$ cat config.mk
export PLATFORM = sky130hd
export DESIGN_NAME = bank_ext
export DESIGN_NICKNAME = d
export VERILOG_FILES = /design/src/rtl/bank_ext.sv
export SDC_FILE = /design/constraint.sdc
export NUM_CORES = 1
export LEC_CHECK = 0
export BUFFER_PORTS_ARGS = -buffer_cell sky130_fd_sc_hd__buf_2
export CORE_MARGIN = 5
export CORE_UTILIZATION = 47
export CTS_CLUSTER_DIAMETER = 120
export DETAILED_ROUTE_END_ITERATION = 8
export MAX_ROUTING_LAYER = met4
export PLACE_DENSITY = 0.92
export SYNTH_ARGS = -nofsm -noshare
export SYNTH_HDL_FRONTEND = slang
export SYNTH_SLANG_ARGS = --single-unit
$ cat constraint.sdc
create_clock -name clk -period 1.9 [get_ports clk]
set_input_delay 0.095 -clock clk [delete_from_list [all_inputs] [get_ports clk]]
set_output_delay 0.095 -clock clk [all_outputs]
set_load 0.01 [all_outputs]
$ cat src/rtl/bank_ext.sv
module bank_ext #(
  parameter int CPU_AW = 16,
  parameter int BANK_W = 8,
  parameter logic [CPU_AW-1:0] REG_BASE = 16'hFE00
) (
  input  logic                     clk,
  input  logic                     rst_n,
  input  logic                     bus_en,
  input  logic [CPU_AW-1:0]        cpu_addr,
  input  logic                     cpu_sync,
  input  logic                     cpu_rd,
  input  logic [BANK_W-1:0]        cpu_wdata,
  output logic [CPU_AW+BANK_W-1:0] phys_addr,
  output logic [BANK_W-1:0]        reg_rdata,
  output logic                     reg_rd_en
);

  logic [BANK_W-1:0] code_bank;
  logic [BANK_W-1:0] data_bank;

  wire reg_hit = cpu_addr[CPU_AW-1:1] == REG_BASE[CPU_AW-1:1];
  wire reg_wr  = bus_en & ~cpu_rd & reg_hit;

  always_ff @(posedge clk or negedge rst_n) begin
    if (!rst_n) begin
      code_bank <= '0;
      data_bank <= '0;
    end else if (reg_wr) begin
      if (cpu_addr[0]) data_bank <= cpu_wdata;
      else             code_bank <= cpu_wdata;
    end
  end

  assign phys_addr = {(cpu_sync ? code_bank : data_bank), cpu_addr};
  assign reg_rd_en = bus_en & cpu_rd & reg_hit;
  assign reg_rdata = reg_rd_en ? (cpu_addr[0] ? data_bank : code_bank) : '0;

endmodule

==> impl_metrics.toml <==
[layout]
stdcell_count = 161
multiInputGateArea_um2 = 529
seq_area_um2 = 400
final_layout_size_suffix_gt1_share_pct = 68.4
nFillCells = 211
antennaDiodeCount = 0
nets = 163
area_delta_synth_final_pct = 22.6

[worst_setup_path]
regToRegStartpoint = "data_bank[1]$_DFFE_PN0P_"
worst_r2r_path_depth = 1
critical_path_class = "in2reg"
critPathLaunchType = "primary input"
path_max_fanout = 8
cp-startpoint = "cpu_addr[4]"
cp-end-kind = "flop"
required_ns = 2.07
arrival_ns = 1.65

[clock_network]
cts_max_level = 1
ctsResizeCount = 0
cts.sinks = 16
clock_latency_ns = 0.28
cts_tree = "yes"
cts.clk_slew.worst_paths_ns = 0.10
cts_root_buf = "clkbuf_4"
clockBufferDepth = 2
cts_buffers = 3

[routing]
drt_iter0_markers = 17
drt-pass1-iter-count = 2
drc = 0
ant_nets = 0
wl_per_cell_um = 15.8
vias = 798
avgViaCountPerCell = 4.96
finalWirelength_um = 2550

[place]
placed_cells = 156
place_ws_ns = 0.123
place_congestion = 0.643
port_buffers = 61

[sta]
fin_crit_ns = 1.48
rsz0062_at_grt = "false"
layout_setup_ws_ns = 0.416
slew_headroom_pct = 65.5
post-route-period-util_pct = 78.1
tns_ns = 0
timing.final.max_slew_violations = 0
clock_skew_ns = 0
hold_viol_final = 0
setup_violations = 0
fmax_mhz = 674
worst_slew_pin_slew_ns = 0.517

[grt]
overflow = 0
antenna_found_initial = 0
grt_pass1_wl_um = 4150
grt_pass1_vias = 883
grt_max_degree = 17
grtUsageTotal_pct = 16.4

[outcome]
status = "complete, no violations"

[die]
die_x_um = 57.9
io_pins = 62
fp.coreArea_um2 = 2210
num_rows = 17
die_h_um = 57.9
die_area_um2 = 3360
start_util_pct = 48.8

[synth]
yosys.area.top_type = "dfrtp_1"
avgSynthCellArea_um2 = 12.4
syn-cell-area_um2 = 1080
synth_top_area_share_pct = 37.1
seq_area_frac_synth_pct = 37.1
synth_ff_type = "dfrtp_1"
syn_nets = 116
syn_inst = 87
yosysWarnings = 0
synth_commonest_cells = "16 x buf_4, 16 x dfrtp_1, 13 x mux2_2"
synth_edf_count = 0
synthTopCellsByArea = "dfrtp_1 37%, mux2_2 14%, buf_4 11%"
synth_seq_cells = 16
yosys.cell_types.count = 18
async_reset_ff_share_pct = 100

[pwr]
leakage_nw = 0.787
ir_worst_vdd_mv = 0.435
power_w = 0.000657
p_per_area_nw_per_um2 = 497

[worst_hold_path]
whs_path_depth = 2
min_path_type = "in2reg"
hold_path_startpoint = "cpu_wdata[0]"

[flow_run]
maxCapViolations = 0
[final timing paths]
path / endpoint / slack [ns]
worst max register to register: data_bank[1]$_DFFE_PN0P_ / 1.08
worst max-delay path: code_bank[1]$_DFFE_PN0P_ / 0.42
min in group asynchronous: data_bank[5]$_DFFE_PN0P_ / 0.23
worst min-delay path: code_bank[0]$_DFFE_PN0P_ / 0.05
worst min register to register: data_bank[3]$_DFFE_PN0P_ / 0.53
max in group asynchronous: code_bank[4]$_DFFE_PN0P_ / 1.40
[per-layer routing]
metal	up-vias	global-route usage [%]	part of all wire (%)
met2	30	28.1	53
li1	379	-	-
met5	-	-	0
met4	0	5.63	0.75
met1	387	19.5	41
met3	2	2.67	5.2
[critical path: stages]
cell and delay, ns:
buf_2 0.12, nor4b_4 0.30, nand4_2 0.18, or3_1 0.58, mux2_4 0.38
[area by class of cell]
| class | instances | area share (%) |
|---|---|---|
| multi-input cells | 49 | 40.0 |
| clock buffers | 4 | 2.74 |
| repair buffers | 62 | 23.8 |
| well taps | 28 | 2.65 |
| inverters | 2 | 0.567 |
| flip-flops and latches | 16 | 30.2 |
[stage by stage]
stage	instance area, um2	hold slack (ns)	util, %
2_1_floorplan	1080	-0.201	-
4_1_cts	1320	0.0440	59.8
3_3_place_gp	1280	0.0135	57.7
5_1_grt	1320	0.0428	59.8
6_report	1320	0.0478	59.8
3_5_place_dp	1280	0.0216	57.7
[state kept, by name, indices dropped and copies added (netlist names)]
| signal | cells |
|---|---|
| code_bank | 8 |
| data_bank | 8 |
[report_power, final]
| group | leakage (nW) | internal, W | total [W] | switching (W) |
|---|---|---|---|---|
| registers | 0.224 | 0.000340 | 0.000340 | 0.0000000498 |
| clock network | 0.0210 | 0.000117 | 0.000222 | 0.000105 |
| logic | 0.543 | 0.0000452 | 0.0000954 | 0.0000502 |
[timing repair]
item                       4_1_cts  5_1_grt
hold endpoints to repair        16        0
hold buffers                     1        0
setup endpoints to repair        0        0
buffers inserted                 0        0
[cells by family after synthesis]
group | synth area share [%]
buffers and inverters | 13.9
DFF | 37.1
muxes | 35.2
and+or+nand+nor | 13.8
[layout by cell type (no fill, tap or decap)]
cell type / count
buf_2: 61
dfrtp_1: 16
mux2_2: 13
mux2i_1: 8
nor2_1: 8
mux2_4: 8
mux2_1: 3
clkbuf_4: 3
inv_1: 2
nor4b_4: 2
and4bb_1: 1
and4_1: 1
nand4_1: 1
or2_2: 1
nand4_2: 1
nor3b_4: 1
or3_1: 1
clkbuf_8: 1
dlygate4sd3_1: 1
No activity file was read; power rests on OpenSTA's default activity.
